### config.mk
export PLATFORM = sky130hd
export DESIGN_NAME = offset_loader
export DESIGN_NICKNAME = d
export VERILOG_FILES = /design/src/rtl/olr_pkg.sv /design/src/rtl/olr_mode_capture.sv /design/src/rtl/olr_par_path.sv /design/src/rtl/olr_ser_path.sv /design/src/rtl/offset_loader.sv
export SDC_FILE = /design/constraint.sdc
export NUM_CORES = 1
export LEC_CHECK = 0
export BUFFER_PORTS_ARGS = -buffer_cell sky130_fd_sc_hd__buf_2
export CORE_ASPECT_RATIO = 0.6
export CORE_MARGIN = 1.5
export CORE_UTILIZATION = 50
export CTS_CLUSTER_DIAMETER = 60
export DETAILED_ROUTE_END_ITERATION = 7
export GPL_ROUTABILITY_DRIVEN = 0
export PLACE_DENSITY = 0.83
export SYNTH_ARGS = -nofsm -noshare
export SYNTH_HDL_FRONTEND = slang
export SYNTH_SLANG_ARGS = --single-unit
### constraint.sdc
create_clock -name clk -period 6.5 [get_ports clk]
set_clock_uncertainty 0.2 [all_clocks]
set_input_delay 1.3 -clock clk [delete_from_list [all_inputs] [get_ports clk]]
set_output_delay 1.3 -clock clk [all_outputs]
set_load 0.005 [all_outputs]
### src/rtl/olr_pkg.sv
package olr_pkg;

  typedef enum logic [1:0] {
    LM_SERIAL   = 2'd0,
    LM_PARALLEL = 2'd1,
    LM_PRESET   = 2'd2
  } load_mode_e;

  function automatic load_mode_e decode_mode(input logic spm, input logic [1:0] fs);
    if (!spm)           return LM_SERIAL;
    else if (fs == 2'b00) return LM_PARALLEL;
    else                return LM_PRESET;
  endfunction

  function automatic int unsigned preset_value(input logic [1:0] fs);
    case (fs)
      2'b11:   return 64;
      2'b10:   return 16;
      2'b01:   return 8;
      default: return 0;
    endcase
  endfunction

endpackage

### src/rtl/olr_mode_capture.sv
module olr_mode_capture
  import olr_pkg::*;
(
  input  logic       clk,
  input  logic       rst,
  input  logic       cfg_spm,
  input  logic [1:0] cfg_fs,
  output load_mode_e mode_q
);

  always_ff @(posedge clk) begin
    if (rst) mode_q <= decode_mode(cfg_spm, cfg_fs);
  end

  // method is frozen between master resets
  a_r9_mode_frozen: assert property (@(posedge clk) disable iff (rst)
    1'b1 |=> $stable(mode_q));

endmodule

### src/rtl/olr_par_path.sv
module olr_par_path #(
  parameter int OFS_W  = 12,
  parameter int DATA_W = 16
) (
  input  logic              clk,
  input  logic              rst,
  input  logic              sel,
  input  logic              busy,
  input  logic              part_rst,
  input  logic              wr_en,
  input  logic [DATA_W-1:0] wr_data,
  output logic              ld_y,
  output logic              ld_x,
  output logic [OFS_W-1:0]  ld_val
);

  logic phase;
  logic take;

  assign take   = sel && busy && wr_en && !part_rst;
  assign ld_y   = take && !phase;
  assign ld_x   = take && phase;
  assign ld_val = wr_data[OFS_W-1:0];

  always_ff @(posedge clk) begin
    if (rst)       phase <= 1'b0;
    else if (take) phase <= 1'b1;
  end

  // partial reset freezes write-port progress
  a_r8_phase_hold: assert property (@(posedge clk) disable iff (rst)
    part_rst |=> $stable(phase));

  // the second load can only follow the first
  a_r4_order: assert property (@(posedge clk) disable iff (rst)
    ld_x |-> $past(phase) || $past(ld_y));

endmodule

### src/rtl/olr_ser_path.sv
module olr_ser_path #(
  parameter int OFS_W = 12
) (
  input  logic             clk,
  input  logic             rst,
  input  logic             sel,
  input  logic             busy,
  input  logic             part_rst,
  input  logic             ser_en,
  input  logic             ser_din,
  output logic             ld,
  output logic [OFS_W-1:0] ld_y,
  output logic [OFS_W-1:0] ld_x
);

  localparam int TOT = 2 * OFS_W;
  localparam int CW  = $clog2(TOT + 1);

  logic [CW-1:0]  cnt;
  logic [TOT-1:0] sreg;
  logic [TOT-1:0] nxt;
  logic           take;

  assign take = sel && busy && ser_en && !part_rst;
  assign nxt  = {sreg[TOT-2:0], ser_din};
  assign ld   = take && (cnt == CW'(TOT - 1));
  assign ld_y = nxt[TOT-1:OFS_W];
  assign ld_x = nxt[OFS_W-1:0];

  always_ff @(posedge clk) begin
    if (rst) begin
      cnt  <= '0;
      sreg <= '0;
    end else if (take) begin
      sreg <= nxt;
      cnt  <= ld ? '0 : cnt + 1'b1;
    end
  end

  // bit counter never passes the frame length
  a_r6_cnt_bound: assert property (@(posedge clk) disable iff (rst)
    cnt < CW'(TOT));

  // no shift without the qualifier
  a_r7_idle: assert property (@(posedge clk) disable iff (rst)
    !ser_en |=> $stable(sreg));

endmodule

### src/rtl/offset_loader.sv
module offset_loader
  import olr_pkg::*;
#(
  parameter int OFS_W  = 12,
  parameter int DATA_W = 16
) (
  input  logic              clk,
  input  logic              rst,
  input  logic              part_rst,
  input  logic              cfg_spm,
  input  logic [1:0]        cfg_fs,
  input  logic              wr_en,
  input  logic [DATA_W-1:0] wr_data,
  input  logic              ser_en,
  input  logic              ser_din,
  output logic [OFS_W-1:0]  ofs_empty,
  output logic [OFS_W-1:0]  ofs_full,
  output logic              prog_done,
  output logic              wr_divert
);

  load_mode_e       mode_q;
  load_mode_e       mode_live;
  logic             p_ld_y, p_ld_x, s_ld;
  logic [OFS_W-1:0] p_val, s_y, s_x;

  assign mode_live = decode_mode(cfg_spm, cfg_fs);

  olr_mode_capture u_mode (
    .clk(clk), .rst(rst), .cfg_spm(cfg_spm), .cfg_fs(cfg_fs), .mode_q(mode_q)
  );

  olr_par_path #(.OFS_W(OFS_W), .DATA_W(DATA_W)) u_par (
    .clk(clk), .rst(rst), .sel(mode_q == LM_PARALLEL), .busy(!prog_done),
    .part_rst(part_rst), .wr_en(wr_en), .wr_data(wr_data),
    .ld_y(p_ld_y), .ld_x(p_ld_x), .ld_val(p_val)
  );

  olr_ser_path #(.OFS_W(OFS_W)) u_ser (
    .clk(clk), .rst(rst), .sel(mode_q == LM_SERIAL), .busy(!prog_done),
    .part_rst(part_rst), .ser_en(ser_en), .ser_din(ser_din),
    .ld(s_ld), .ld_y(s_y), .ld_x(s_x)
  );

  always_ff @(posedge clk) begin
    if (rst) begin
      ofs_empty <= OFS_W'(preset_value(cfg_fs) * (mode_live == LM_PRESET));
      ofs_full  <= OFS_W'(preset_value(cfg_fs) * (mode_live == LM_PRESET));
      prog_done <= (mode_live == LM_PRESET);
      wr_divert <= (mode_live == LM_PARALLEL);
    end else begin
      if (p_ld_y) ofs_full <= p_val;
      if (p_ld_x) begin
        ofs_empty <= p_val;
        prog_done <= 1'b1;
        wr_divert <= 1'b0;
      end
      if (s_ld) begin
        ofs_full  <= s_y;
        ofs_empty <= s_x;
        prog_done <= 1'b1;
      end
    end
  end

  // completion is sticky until master reset
  a_r5_done_sticky: assert property (@(posedge clk) disable iff (rst)
    prog_done |=> prog_done);

  // offsets frozen after completion
  a_r5_ofs_frozen: assert property (@(posedge clk) disable iff (rst)
    prog_done |=> $stable(ofs_empty) && $stable(ofs_full));

  // divert and completion never together
  a_r3_divert_excl: assert property (@(posedge clk) disable iff (rst)
    !(wr_divert && prog_done));

  // partial reset keeps all loader outputs
  a_r8_part_hold: assert property (@(posedge clk) disable iff (rst)
    part_rst |=> $stable(ofs_empty) && $stable(ofs_full) && $stable(prog_done));

endmodule

### Yosys cells after proc, flatten, opt, wreduce, memory -nomap -nowiden

Index checks and enable logic that the tools add are counted.

| operators by class | value |
|---|---|
| bitwise gates (word level) | 0 |
| mux-type cells | 16 |
| shift operators | 0 |
| div/mod/pow operators | 0 |
| add/sub/neg operators | 1 |
| multiply operators | 1 |
| eq/ne operators | 7 |
| reductions and logical operators | 17 |
| magnitude comparators | 0 |

Operators with widths:

| cell | count |
|---|---|
| 12-bit two-way mux | 6 |
| 32-bit by 1-bit multiplier with 12-bit output | 1 |
| 32-bit two-way mux | 1 |
| 7-bit case mux with 3 select lines | 1 |
| 1-bit logical AND | 9 |
| 2-bit by 1-bit == test with 1-bit output, second input constant | 3 |
| 2-bit == test, second input constant | 3 |
| 3-bit nonzero test | 2 |
| 5-bit by 1-bit adder with 5-bit output, second input constant | 1 |
| 5-bit == test, second input constant | 1 |
| 1-bit two-way mux | 5 |
| 5-bit two-way mux | 1 |
| 2-bit zero test | 2 |
| 2-bit two-way mux | 2 |
| 1-bit zero test | 3 |
| 2-bit nonzero test | 1 |

| word-level totals | value |
|---|---|
| logic and storage cells | 50 |
| memories kept | 0 |
| latch bits | 0 |
| input bits | 25 |
| register bits | 57 |
| bits in writable memories | 0 |
| bits in read-only memories | 0 |

### Depth between registers and ports, before layout

| depth | value |
|---|---|
| depth after elaboration | 8 |
| gate-level depth with buffers | 6 |
| gate-level depth less buffers | 4 |

### Cells and area by module

From an unflattened synthesis, not the netlist that was laid out.

| unflattened totals | value |
|---|---|
| cells, all modules | 257 |
| area total of the unflattened synthesis | 2482.4 um^2 |

Modules (own cells, without submodules):

| module | area an instance (um^2) | instances | cells an instance |
|---|---|---|---|
| offset_loader | 1204.9 | 1 | 103 |
| olr_ser_path | 1043.5 | 1 | 132 |
| olr_par_path | 153.9 | 1 | 18 |
| olr_mode_capture | 80.1 | 1 | 4 |

### Least setup slack after synthesis

No wires, ideal clock.

| path | value |
|---|---|
| path type | in2reg |
| from | input port part_rst |
| to | register ofs_full[0] (enable) |
| buffers on the path | 1 |
| stages | 4 |
| path slack | 3387 ps |
| setup time | 350 ps |
| data required time | 5950 ps |
| arrival time | 2563 ps |
| path through | or3_1 -> buf_2 -> nor3_1 -> or3_1 |

| on the way | value |
|---|---|
| cells in the longest elaborated chain, start to end | 4 |
| elaborated cells between the ends (all ways) | 6 |

RTL lines:

| item | line | source |
|---|---|---|
| from (decl) | offset_loader.sv:9 | `input logic part_rst,` |
| 1-bit zero test * | olr_par_path.sv:20, olr_ser_path.sv:24 |  |
| 1-bit logical AND, on equally long branches | olr_par_path.sv:20, olr_ser_path.sv:24 |  |
| 1-bit logical AND, on equally long branches | olr_par_path.sv:21, olr_ser_path.sv:26 |  |
| 3-bit nonzero test (no source line) * | -- |  |
| to (signal assigned) | offset_loader.sv:48 | `ofs_full <= OFS_W'(preset_value(cfg_fs) * (mode_live == LM_PRESET));` |
| to (signal assigned) | offset_loader.sv:52 | `if (p_ld_y) ofs_full <= p_val;` |
| to (signal assigned) | offset_loader.sv:59 | `ofs_full <= s_y;` |
| to (decl) | offset_loader.sv:17 | `output logic [OFS_W-1:0] ofs_full,` |

Every way passes the cells marked *; elsewhere a longest branch is shown, timed or not.
A chain may end at the register's enable or synchronous reset.

### Final worst setup path

| path | value |
|---|---|
| from | input port part_rst |
| to | register ofs_full[9] (enable) |

The elaborated chain is that of the path after synthesis.

==> metrics <==
FF+latch count, synth 57; yosys warns 0; Cell variety after synth 35; drt drc 0; CTS Hold Bufs 0; largest family of logic cells by synthesized area compound AO/OA/AOI/OAI gates; deepest clock path buffer count 2; unrepaired setup endpoints after global routing false; final core utilization between 60 and 70%; Worst Path Arrival 3.11 ns; Synth Area in Compound Gates 21.1%; final period utilization 51.4%; Final HPWL DP 3900 µm; area of the core 5080 µm²; Post-synth ARST share 0%; Post-Layout Cell Count between 300 and 400; Port Buffer Count 46; mux cell area share after synthesis less than 1%; routed vias/inst 6.24; Slew Viols, Final 0; reg2reg setup slack 3.44 ns; Ant. Diodes 0; I/O pins 51; Final Power 0.813 mW; register area share after synthesis 53.8%; vias in the first global route 2015; Overflow after GRT 0; mean post-synth cell area 9.74 µm²; Initial Util about 52%; clock-pin slew on the worst setup and hold paths 0.06 ns; P_leak approximately 1.1 nW; Post-Synth XOR/XNOR Area 0%; initial antenna violation count 0; Routed WL between 6000 and 7000 µm; setup bufs post-CTS 0; Layout area overhead 17.1%; CP endpoint ofs_full[9]; post-route setup slack approximately 3.2 ns; clk sinks 57; Post-synth EDFFs 28; Rows 20; clock latency on the worst-skew pair 0.34 ns; Worst Setup Start Kind input pin; largest net degree at the start of global routing 73; ratio of cells with drive above 1 in the final layout 21.3%; Simple-Gate Fraction of Synth Area 18.3%; CTS tree done; Hold Fails Final Rpt 0; post-route setup TNS 0 ns; DR iter-0 viols 252; status completed; fmax between 0.2 and 0.3 GHz; global-route wire length before repair roughly 10000 µm; max cap viols 0; Cells after Synth 271; clock root cell clkbuf_8; reg-to-reg critical path endpoint ofs_full[9]; worst hold path class flip-flop to flip-flop; syn_nets 297; Die W 96.8 µm; WP data required between 6 and 7 ns; Cell Pwr Density 263 nW/µm²; die area roughly 5700 µm²; Crit Path Category input pin to flip-flop; crit-path max FO 43; Die Y just under 60 µm; Post-Place Worst Slack 2.83 ns; R2R Path Start u_ser.cnt[0]; Final ANT Viol Nets 0; reg2reg path depth 4; # resized after CTS 0; Setup crit end kind flip-flop; Cells after DPL 360; actual transition at the worst max-transition pin roughly 1.2 ns; total CTS buffers 9; Final Critical Period 3.34 ns; H-tree depth 3; nets around 330; final setup vio count 0; maximum vdd ir drop 0.0921 mV; Pre-antenna DRT Iters 5; Rel. slew slack between 10% and 20%; Adder-Cell Fraction of Synth Area 0.474%; synthesized area 2640 µm²; CP Launch Point part_rst; WL/cell 16.7 µm; total track usage approximately 23%; main flop type after synthesis dfxtp_1; DR vias 2345
area by class of cell:
class,instances,area (µm²)
Tap cell,66,82.6
Multi-Input combinational cell,175,1070
Timing Repair Buffer,50,260
Clock inverter,6,82.6
Clock buffer,10,128
Inverter,12,45.0
Fill cell,402,1990
Sequential cell,57,1420
Yosys cell counts, drive strengths merged (9+ instances only):
cell,n,share of area [%]
a21oi,32,6.1
clkbuf,24,3.4
dfxtp,29,22
edfxtp,28,32
inv,12,1.7
nand2b,11,2.6
nand3,27,5.1
nand4,10,2.4
nor2b,10,2.4
o21ai,28,5.3
o31ai,9,2.6
o41ai,10,3.3
where the power goes:
group	internal, mW	switching (mW)	leakage, nW	total [mW]
logic	0.0232	0.0407	0.450	0.0640
clock network	0.213	0.141	0.0976	0.354
registers	0.391	0.00462	0.516	0.396
how the worst min path moves through the flow:
stage | start | end | slack, ns | depth (start not counted)
CTS | u_ser.sreg[22] | u_ser.sreg[22] | 0.28 | 2
finish | u_ser.sreg[22] | u_ser.sreg[22] | 0.28 | 2
floorplan | u_ser.sreg[10] | u_ser.sreg[11] | 0.25 | 2
global placement | u_ser.sreg[22] | u_ser.sreg[22] | 0.26 | 2
detailed placement | u_ser.sreg[22] | u_ser.sreg[22] | 0.27 | 2
global route | u_ser.sreg[14] | u_ser.sreg[15] | 0.31 | 2
cells in the final DEF (no fill, tap or decap), drive strengths merged, types with 2 or more instances in the layout:
cell type and count:
nand2b 11, o31ai 9, nand4 10, nor2 2, nand3 27, or3 2, o41ai 10, nand3b 2
o311ai 4, clkinv 2, clkinvlp 2, and4b 2, or4 4, nor3 3, nand2 3, clkbuf 10
bufinv 2, a2bb2oi 2, nor2b 10, a21oi 32, edfxtp 28, buf 50, inv 12, o21ai 28
o22ai 4, dfxtp 29
critical path: stages:
cell,delay (ns)
buf_2,0.12
or3_1,0.35
buf_4,0.26
nor3_1,0.51
or3_1,0.56
sequential cells by signal, summed over array words and instances (netlist names):
name and cells:
u_par.phase 1, u_mode.mode_q 2, ofs_empty 12, wr_divert 1
u_ser.sreg 23, prog_done 1, ofs_full 12, u_ser.cnt 5
routing by layer:
layer | vias up | track usage, % | wire, µm
met2 | 123 | 34.4 | 2820
met1 | 1114 | 30.6 | 2770
li1 | 1099 | - | -
met3 | 9 | 10.6 | 641
met4 | 0 | 7.66 | 57
met5 | - | 0 | 0
cell families after synthesis:
family / count (synthesis)
and+or+nand+nor: 81
DFF: 57
buffers and inverters: 39
adders and majority gates: 1
AOI/OAI and AO/OA: 92
muxes: 1
through the flow:
step	hold slack, ns	cell area, µm²
2_1_floorplan	0.253	2640
3_3_place_gp	0.262	2880
3_5_place_dp	0.268	2880
4_1_cts	0.277	3090
5_1_grt	0.305	3090
6_report	0.280	3090
(Power assumes the default switching activity.)
